--- src/rtl/ftc_pkg.sv ---
package ftc_pkg;
  localparam int CNT_W   = 16;
  localparam int BYTE_W  = 8;
  localparam int PRE_W   = 3;   // log2 of the largest internal divide
  localparam int SYNC_N  = 2;
  localparam logic [CNT_W-1:0] RELOAD_VAL = 16'hFFFC;

  typedef enum logic [1:0] {
    RATE_DIV2 = 2'b00,
    RATE_DIV4 = 2'b01,
    RATE_DIV8 = 2'b10,
    RATE_EXT  = 2'b11
  } rate_e;

  typedef enum logic [2:0] {
    A_MAIN_HI = 3'd0,
    A_MAIN_LO = 3'd1,
    A_ALT_HI  = 3'd2,
    A_ALT_LO  = 3'd3,
    A_STAT    = 3'd4
  } addr_e;
endpackage

--- src/rtl/ftc_prescaler.sv ---
module ftc_prescaler
  import ftc_pkg::*;
(
  input  logic       clk_i,
  input  logic       rst_ni,
  input  logic       restart_i,
  input  logic [1:0] rate_sel_i,
  input  logic       ext_clk_i,
  output logic       tick_o
);
  logic [PRE_W-1:0] pre_q;
  logic [SYNC_N:0]  sync_q;   // SYNC_N sync flops plus one edge-history flop
  logic             ext_rise;

  always_ff @(posedge clk_i or negedge rst_ni) begin
    if (!rst_ni)        pre_q <= '0;
    else if (restart_i) pre_q <= '0;
    else                pre_q <= pre_q + 1'b1;
  end

  always_ff @(posedge clk_i or negedge rst_ni) begin
    if (!rst_ni) sync_q <= '0;
    else         sync_q <= {sync_q[SYNC_N-1:0], ext_clk_i};
  end

  assign ext_rise = sync_q[SYNC_N-1] & ~sync_q[SYNC_N];

  always_comb begin
    unique case (rate_e'(rate_sel_i))
      RATE_DIV2: tick_o = pre_q[0];
      RATE_DIV4: tick_o = &pre_q[1:0];
      RATE_DIV8: tick_o = &pre_q[2:0];
      default:   tick_o = ext_rise;
    endcase
  end

  AST_TICK_SPACED: assert property (@(posedge clk_i) disable iff (!rst_ni)
    (rate_sel_i != RATE_EXT && tick_o) |=> (!tick_o || rate_sel_i == RATE_EXT));
  AST_EXT_SINGLE: assert property (@(posedge clk_i) disable iff (!rst_ni)
    (rate_sel_i == RATE_EXT && tick_o) |=> (!tick_o || rate_sel_i != RATE_EXT));
endmodule

--- src/rtl/ftc_counter.sv ---
module ftc_counter
  import ftc_pkg::*;
(
  input  logic             clk_i,
  input  logic             rst_ni,
  input  logic             load_i,
  input  logic             tick_i,
  output logic [CNT_W-1:0] cnt_o,
  output logic             wrap_o
);
  logic [CNT_W-1:0] cnt_q;

  always_ff @(posedge clk_i or negedge rst_ni) begin
    if (!rst_ni)     cnt_q <= RELOAD_VAL;
    else if (load_i) cnt_q <= RELOAD_VAL;
    else if (tick_i) cnt_q <= cnt_q + 1'b1;
  end

  assign cnt_o  = cnt_q;
  assign wrap_o = tick_i & ~load_i & (&cnt_q);

  AST_RELOAD_VALUE: assert property (@(posedge clk_i) disable iff (!rst_ni)
    load_i |=> cnt_q == RELOAD_VAL);
  AST_HOLD_NO_TICK: assert property (@(posedge clk_i) disable iff (!rst_ni)
    (!load_i && !tick_i) |=> $stable(cnt_q));
  AST_STEP_ONE: assert property (@(posedge clk_i) disable iff (!rst_ni)
    (!load_i && tick_i) |=> cnt_q == CNT_W'($past(cnt_q) + 1'b1));
endmodule

--- src/rtl/ftc_regif.sv ---
module ftc_regif
  import ftc_pkg::*;
(
  input  logic              clk_i,
  input  logic              rst_ni,
  input  logic [2:0]        addr_i,
  input  logic              rd_en_i,
  input  logic              wr_en_i,
  input  logic [CNT_W-1:0]  cnt_i,
  input  logic              wrap_i,
  output logic              load_o,
  output logic              flag_o,
  output logic [BYTE_W-1:0] rdata_o
);
  logic              rd_hi, rd_lo, rd_main_lo, rd_stat;
  logic [BYTE_W-1:0] lo_hold_q;
  logic              hold_vld_q;
  logic              flag_q, arm_q;

  assign rd_hi      = rd_en_i & (addr_i == A_MAIN_HI || addr_i == A_ALT_HI);
  assign rd_lo      = rd_en_i & (addr_i == A_MAIN_LO || addr_i == A_ALT_LO);
  assign rd_main_lo = rd_en_i & (addr_i == A_MAIN_LO);
  assign rd_stat    = rd_en_i & (addr_i == A_STAT);
  assign load_o     = wr_en_i & (addr_i == A_MAIN_LO || addr_i == A_ALT_LO);

  // one capture slot shared by both views
  always_ff @(posedge clk_i or negedge rst_ni) begin
    if (!rst_ni) begin
      lo_hold_q  <= '0;
      hold_vld_q <= 1'b0;
    end else if (rd_hi) begin
      lo_hold_q  <= cnt_i[BYTE_W-1:0];
      hold_vld_q <= 1'b1;
    end else if (rd_lo) begin
      hold_vld_q <= 1'b0;
    end
  end

  // set wins over the two-step clear
  always_ff @(posedge clk_i or negedge rst_ni) begin
    if (!rst_ni) begin
      flag_q <= 1'b0;
      arm_q  <= 1'b0;
    end else if (wrap_i) begin
      flag_q <= 1'b1;
      arm_q  <= 1'b0;
    end else if (rd_main_lo && arm_q) begin
      flag_q <= 1'b0;
      arm_q  <= 1'b0;
    end else if (rd_stat && flag_q) begin
      arm_q  <= 1'b1;
    end
  end

  always_comb begin
    rdata_o = '0;
    if (rd_en_i) begin
      unique case (addr_i)
        A_MAIN_HI, A_ALT_HI: rdata_o = cnt_i[CNT_W-1:BYTE_W];
        A_MAIN_LO, A_ALT_LO: rdata_o = hold_vld_q ? lo_hold_q : cnt_i[BYTE_W-1:0];
        A_STAT:              rdata_o = {flag_q, {(BYTE_W-1){1'b0}}};
        default:             rdata_o = '0;
      endcase
    end
  end

  assign flag_o = flag_q;

  AST_OVF_SET: assert property (@(posedge clk_i) disable iff (!rst_ni)
    wrap_i |=> flag_q);
  AST_FLAG_KEPT: assert property (@(posedge clk_i) disable iff (!rst_ni)
    (flag_q && !rd_main_lo) |=> flag_q);
  AST_CLR_NEEDS_ARM: assert property (@(posedge clk_i) disable iff (!rst_ni)
    (flag_q && rd_main_lo && !arm_q) |=> flag_q);
  AST_NO_RW_OVERLAP: assert property (@(posedge clk_i) disable iff (!rst_ni)
    !(rd_en_i && wr_en_i));
endmodule

--- src/rtl/ftc_timer.sv ---
module ftc_timer
  import ftc_pkg::*;
(
  input  logic              clk_i,
  input  logic              rst_ni,
  input  logic [1:0]        rate_sel_i,
  input  logic              ext_clk_i,
  input  logic [2:0]        addr_i,
  input  logic              rd_en_i,
  input  logic              wr_en_i,
  output logic [BYTE_W-1:0] rdata_o,
  output logic              ovf_flag_o
);
  logic             load, tick, wrap;
  logic [CNT_W-1:0] cnt;

  ftc_prescaler u_pre (
    .clk_i      (clk_i),
    .rst_ni     (rst_ni),
    .restart_i  (load),
    .rate_sel_i (rate_sel_i),
    .ext_clk_i  (ext_clk_i),
    .tick_o     (tick)
  );

  ftc_counter u_cnt (
    .clk_i  (clk_i),
    .rst_ni (rst_ni),
    .load_i (load),
    .tick_i (tick),
    .cnt_o  (cnt),
    .wrap_o (wrap)
  );

  ftc_regif u_reg (
    .clk_i   (clk_i),
    .rst_ni  (rst_ni),
    .addr_i  (addr_i),
    .rd_en_i (rd_en_i),
    .wr_en_i (wr_en_i),
    .cnt_i   (cnt),
    .wrap_i  (wrap),
    .load_o  (load),
    .flag_o  (ovf_flag_o),
    .rdata_o (rdata_o)
  );

  AST_RESET_FLAG: assert property (@(posedge clk_i)
    $rose(rst_ni) |-> !ovf_flag_o);
endmodule

--- config.mk ---
export PLATFORM = sky130hd
export DESIGN_NAME = ftc_timer
export DESIGN_NICKNAME = d
export VERILOG_FILES = /design/src/rtl/ftc_pkg.sv /design/src/rtl/ftc_prescaler.sv /design/src/rtl/ftc_counter.sv /design/src/rtl/ftc_regif.sv /design/src/rtl/ftc_timer.sv
export SDC_FILE = /design/constraint.sdc
export NUM_CORES = 1
export LEC_CHECK = 0
export BUFFER_PORTS_ARGS = -buffer_cell sky130_fd_sc_hd__buf_2
export CAP_MARGIN = 40
export CORE_ASPECT_RATIO = 2
export CORE_MARGIN = 1.5
export CORE_UTILIZATION = 50
export CTS_CLUSTER_DIAMETER = 150
export DETAILED_ROUTE_END_ITERATION = 10
export PLACE_DENSITY = 0.68
export RECOVER_POWER = 50
export SKIP_LAST_GASP = 1
export SYNTH_ARGS = -nofsm -noshare
export SYNTH_HDL_FRONTEND = slang
export SYNTH_SLANG_ARGS = --single-unit
--- constraint.sdc ---
create_clock -name clk_i -period 2.9 [get_ports clk_i]
set_input_delay 0.435 -clock clk_i [delete_from_list [all_inputs] [get_ports clk_i]]
set_output_delay 0.435 -clock clk_i [all_outputs]
set_load 0.01 [all_outputs]
# == Yosys cells after proc, flatten, opt, wreduce, memory -nomap -nowiden ==
# Cells that the tools add are included.
# totals
regBits,33
input_bits,10
out_inout_bits,9
elab_cells,54
# classes
add_sub_neg,2
n_eq_ne,6
n_mux,14
n_bitwise,10
reduce_logical,15
# ops
operator,n
$mux W16,2
$pmux W8 S3,1
$add A16 B1 Y16 const B,1
$mux W8,2
$reduce_and A16 Y1,1
$and A1 B1 Y1,8
$mux W1,7
$eq A3 B2 Y1 const B,2
$reduce_bool A2 Y1,3
$reduce_or A2 Y1,2
$add A3 B1 Y3 const B,1
$eq A3 B1 Y1 const B,1
$eq A3 B3 Y1 const B,1
$logic_not A3 Y1,1
$mux W3,1
$pmux W1 S3,1
$reduce_and A3 Y1,1
$reduce_bool A3 Y1,1
$eq A2 B1 Y1 const B,1
$eq A2 B2 Y1 const B,1
$logic_and A1 B1 Y1,2
$logic_not A2 Y1,1
$logic_or A1 B1 Y1,2
$not A1 Y1,2
$reduce_and A2 Y1,1

# == Depth between registers and ports, before layout ==
# logic_depth
depth_word,7
mapped_depth,8
mapped_depth_nobuf,6

# == Cells and area by module ==
# From an unflattened synthesis, not the netlist that was laid out.
# hier_totals
cells_unflattened,156
area_unflattened_um2,1833.0
# by_module_without_submodules
mod,n_inst,cells_each,area_each_um2,seq_area_each_um2
ftc_counter,1,81,877.1,417.9
ftc_regif,1,62,735.7,275.3
ftc_prescaler,1,13,220.2,150.1

# == Least setup slack after synthesis ==
# OpenSTA, ideal clock, no wires.
# synth_timing
path_kind,register -> register
from,register u_pre.pre_q[0]
to,register u_cnt.cnt_q[11] (netlist: u_cnt.cnt_o[11])
setup_time_ns,0.064
arrival_time_ns,1.903
required_ns,2.836
setup_slack_ns,0.932
stages_incl_launch_ff,8
path_buffers,1
period_less_slack_ns,1.968
cell_sequence,dfrtp_1 > ha_1 > ha_1 > inv_1 > mux4_2 > buf_6 > or4_1 > nand3_1
# synth_via
elab_chain_len,3
elab_cells_between_ends,4
cone_classes,1 x mux; 3 x reduce/logical
# synth_rtl
item,line,rtl
start: declaration,ftc_prescaler.sv:11,logic [PRE_W-1:0] pre_q;
start signal: assignment,ftc_prescaler.sv:18,else pre_q <= pre_q + 1'b1;
$reduce_and A3 Y1 or $reduce_and A2 Y1 (tied branches),"ftc_prescaler.sv:32, ftc_prescaler.sv:31",
$pmux W1 S3 *,ftc_prescaler.sv:29,unique case (rate_e'(rate_sel_i))
$reduce_bool A2 Y1 (no line) *,-,
end signal: assignment,ftc_counter.sv:16,else if (tick_i) cnt_q <= cnt_q + 1'b1;
end: declaration,ftc_counter.sv:11,logic [CNT_W-1:0] cnt_q;
# Every way passes the cells marked *; elsewhere a longest branch is shown, timed or not.
# A chain may end at the register's enable or synchronous reset.

# == Worst setup path in the final report ==
# layout_timing
from,register u_pre.pre_q[0]
to,register u_cnt.cnt_q[13] (netlist: u_cnt.cnt_o[13])
# Same word-level chain as after synthesis.

==> results.cfg <==
[timing]
max_slew_margin_pct = -16.1
post-route-period-util_pct = 75.3
drv_slew = 34
rsz0062_at_grt = no
hold_viol_final = 0
finalSetupViolations = 0
period_needed_ns = 2.18
skew_ns = 0.0126
tightestPinTransition_ns = 1.74
setup-tns-final_ns = 0
max_freq_mhz = 458

[run]
drv_cap = 1

[setup_path]
r2r-end = u_cnt.cnt_o[13]
critPathKind = reg -> reg
critPathMostFrequentCell = ha_1
crit_path_end_kind = flip-flop
timing.rr.start = u_pre.pre_q[0]
path_max_fanout = 21
cp_num_buf_inv = 1
required_ns = 3.11
worstRegToRegCells = 6
crit_arrival_ns = 2.39
regToRegSetupSlack_ns = 0.72
startpoint_type = flip-flop
slowest_delay_ns = 0.63
path_cells = ha_1, ha_1, inv_1, mux4_2, or4_1, nand3_1
crit_family = simple AND/OR/NAND/NOR gates
crit_slowest_cell = mux4_2

[power_and_ir_drop]
p_per_area_nw_per_um2 = 1060
peakVddDrop_uv = 749
power_w = 0.00210
p_leak_nw = 0.831

[min_path]
hold_path_depth = 1
min_to = u_pre.sync_q[0]
worstHoldStart = ext_clk_i
hold_path_class = in -> reg

[synth]
synth_top_area_share_pct = 26.6
yosys_warnings = 0
syn_nets = 185
synth_compound_area_share_pct = 12.4
synth_ff_type = dfrtp_1
synth_edf_count = 0
muxShareOfSynthArea_pct = 13.2
ys_seq_area_share_pct = 47.2
synth_simple_gate_area_share_pct = 21.0
synth_top_family_by_area = simple AND/OR/NAND/NOR gates
synth_area_leaders = dfrtp_1, dfstp_2, mux2i_1
synth-seq-cells = 33
synth.most_common_cell = dfrtp_1
synth_cells = 172
synthXorXnorAreaFrac_pct = 0.491
synth_top_area_cell = dfrtp_1
synth_cell_types = 36
synth-adder-area-share_pct = 2.10
netlist_area_sq_um = 1790
syn_area_per_cell_sq_um = 10.4
async_flop_share_pct = 100
netlist_top_cells_count = dfrtp_1, nand3_1, dfstp_2

[outcome]
status = finished with violations
violations = capacitance limit, slew limit

[clocking]
root_buffer = clkbuf_8
cts_max_level = 2
cts.clk_slew.worst_paths_ns = 0.07
numCtsBuffers = 5
clk_latency_ns = 0.29
post-cts-setup-buffer-count = 0
cts.path.max_buffers = 2
cts_num_sinks = 33
cts_tree = yes
cts_hold_buf = 0
cts_resized = 0

[place]
placed_cell_area_sq_um = 1890
io_buffers = 18
dp.cells = 228
place_hpwl_um = 2870
place_congestion = 0.826

[detailed_routing]
ant_nets = 0
firstDrtPassIters = 4
drtIter0Drc = 46
routed_via_density = 6.08
wire_per_inst_um = 16.7
num_vias = 1436
drc = 0
routed_wl_um = 3950

[floorplan]
core_area_sq_um = 3420
ios = 19
die_y_um = 87.5
die_w_um = 45.3
design.die.area_sq_um = 3960
num_rows = 30
start_util_pct = 52.3

[cells_and_area]
final_nets = 200
drive_gt1_share_pct = 24.5
nFillCells = 326
antenna_cells = 0
syn_to_final_growth_pct = 10.7
layout.cells.non_filler = 236
fin_area_sq_um = 1980
seq_area_sq_um = 843
multiInputGateArea_sq_um = 877

[global_route]
grt_pass1_wl_um = 6490
grt_max_degree = 34
antenna_found_initial = 0
grt_pass1_vias = 1472
grt.overflow.total = 0
grt_usage_pct = 22.6
[layout make-up]
cell class | instances | share of cell area [%]
multi-input cells | 124 | 44.4
well taps | 48 | 3.04
clock buffers | 8 | 4.56
repair buffers | 18 | 4.43
flip-flops and latches | 33 | 42.7
inverters | 5 | 0.949
[where the power goes]
part	total (W)	internal (W)	switching (W)	leakage (nW)
Combinational	0.000790	0.000342	0.000449	0.424
Sequential	0.000959	0.000725	0.000234	0.361
Clock	0.000353	0.000193	0.000160	0.0455
Total	0.00210	0.00126	0.000842	0.831
[registers in the layout, indices dropped and copies added (netlist names)]
signal / count
u_cnt.cnt_o: 16
u_pre.pre_q: 3
u_pre.sync_q: 3
u_reg.arm_q: 1
u_reg.flag_o: 1
u_reg.hold_vld_q: 1
u_reg.lo_hold_q: 8
[cells by family after synthesis]
kind of cell / after synthesis
and+or+nand+nor: 68
DFF: 33
AOI/OAI and AO/OA: 32
muxes: 20
buffers and inverters: 15
adders and majority gates: 3
xor gates and xnor gates: 1
[layer usage]
layer	track usage [%]	share of wire, %
met1	23.3	36
met2	39.5	56
met3	5.19	3.3
met4	13.1	4.4
met5	0	0
[placed cells by master, fill, tap and decap left out, types with 5 or more instances in the layout]
master    instances
nand2_1           8
nor2_1           13
mux2_2            8
clkbuf_8          6
buf_2            16
nand3_1          16
o31ai_1          10
dfrtp_1          19
inv_1             5
a211oi_1          7
o21ai_0           5
dfstp_2          14
or4_1             8
mux2i_1          10
nand4_1           5
[worst max path at each step]
stage	startpoint	endpoint	depth (start not counted)
2_1_floorplan	u_pre.pre_q[0]	u_cnt.cnt_o[11]	7
3_3_place_gp	u_pre.pre_q[0]	u_cnt.cnt_o[8]	6
3_5_place_dp	u_pre.pre_q[0]	u_cnt.cnt_o[10]	6
4_1_cts	u_pre.pre_q[0]	u_cnt.cnt_o[10]	6
5_1_grt	u_pre.pre_q[0]	u_cnt.cnt_o[14]	6
6_report	u_pre.pre_q[0]	u_cnt.cnt_o[13]	6
[through the flow]
stage / utilization [%] / hold WS, ns / setup WS (ns)
6_report: 57.9 / 0.254 / 0.715
5_1_grt: 57.9 / 0.242 / 0.547
4_1_cts: 57.9 / 0.230 / 0.690
3_5_place_dp: 55.3 / 0.338 / 0.706
3_3_place_gp: 55.3 / 0.347 / 0.828
2_1_floorplan: - / 0.139 / 0.932
No activity file was read; power rests on OpenSTA's default activity.
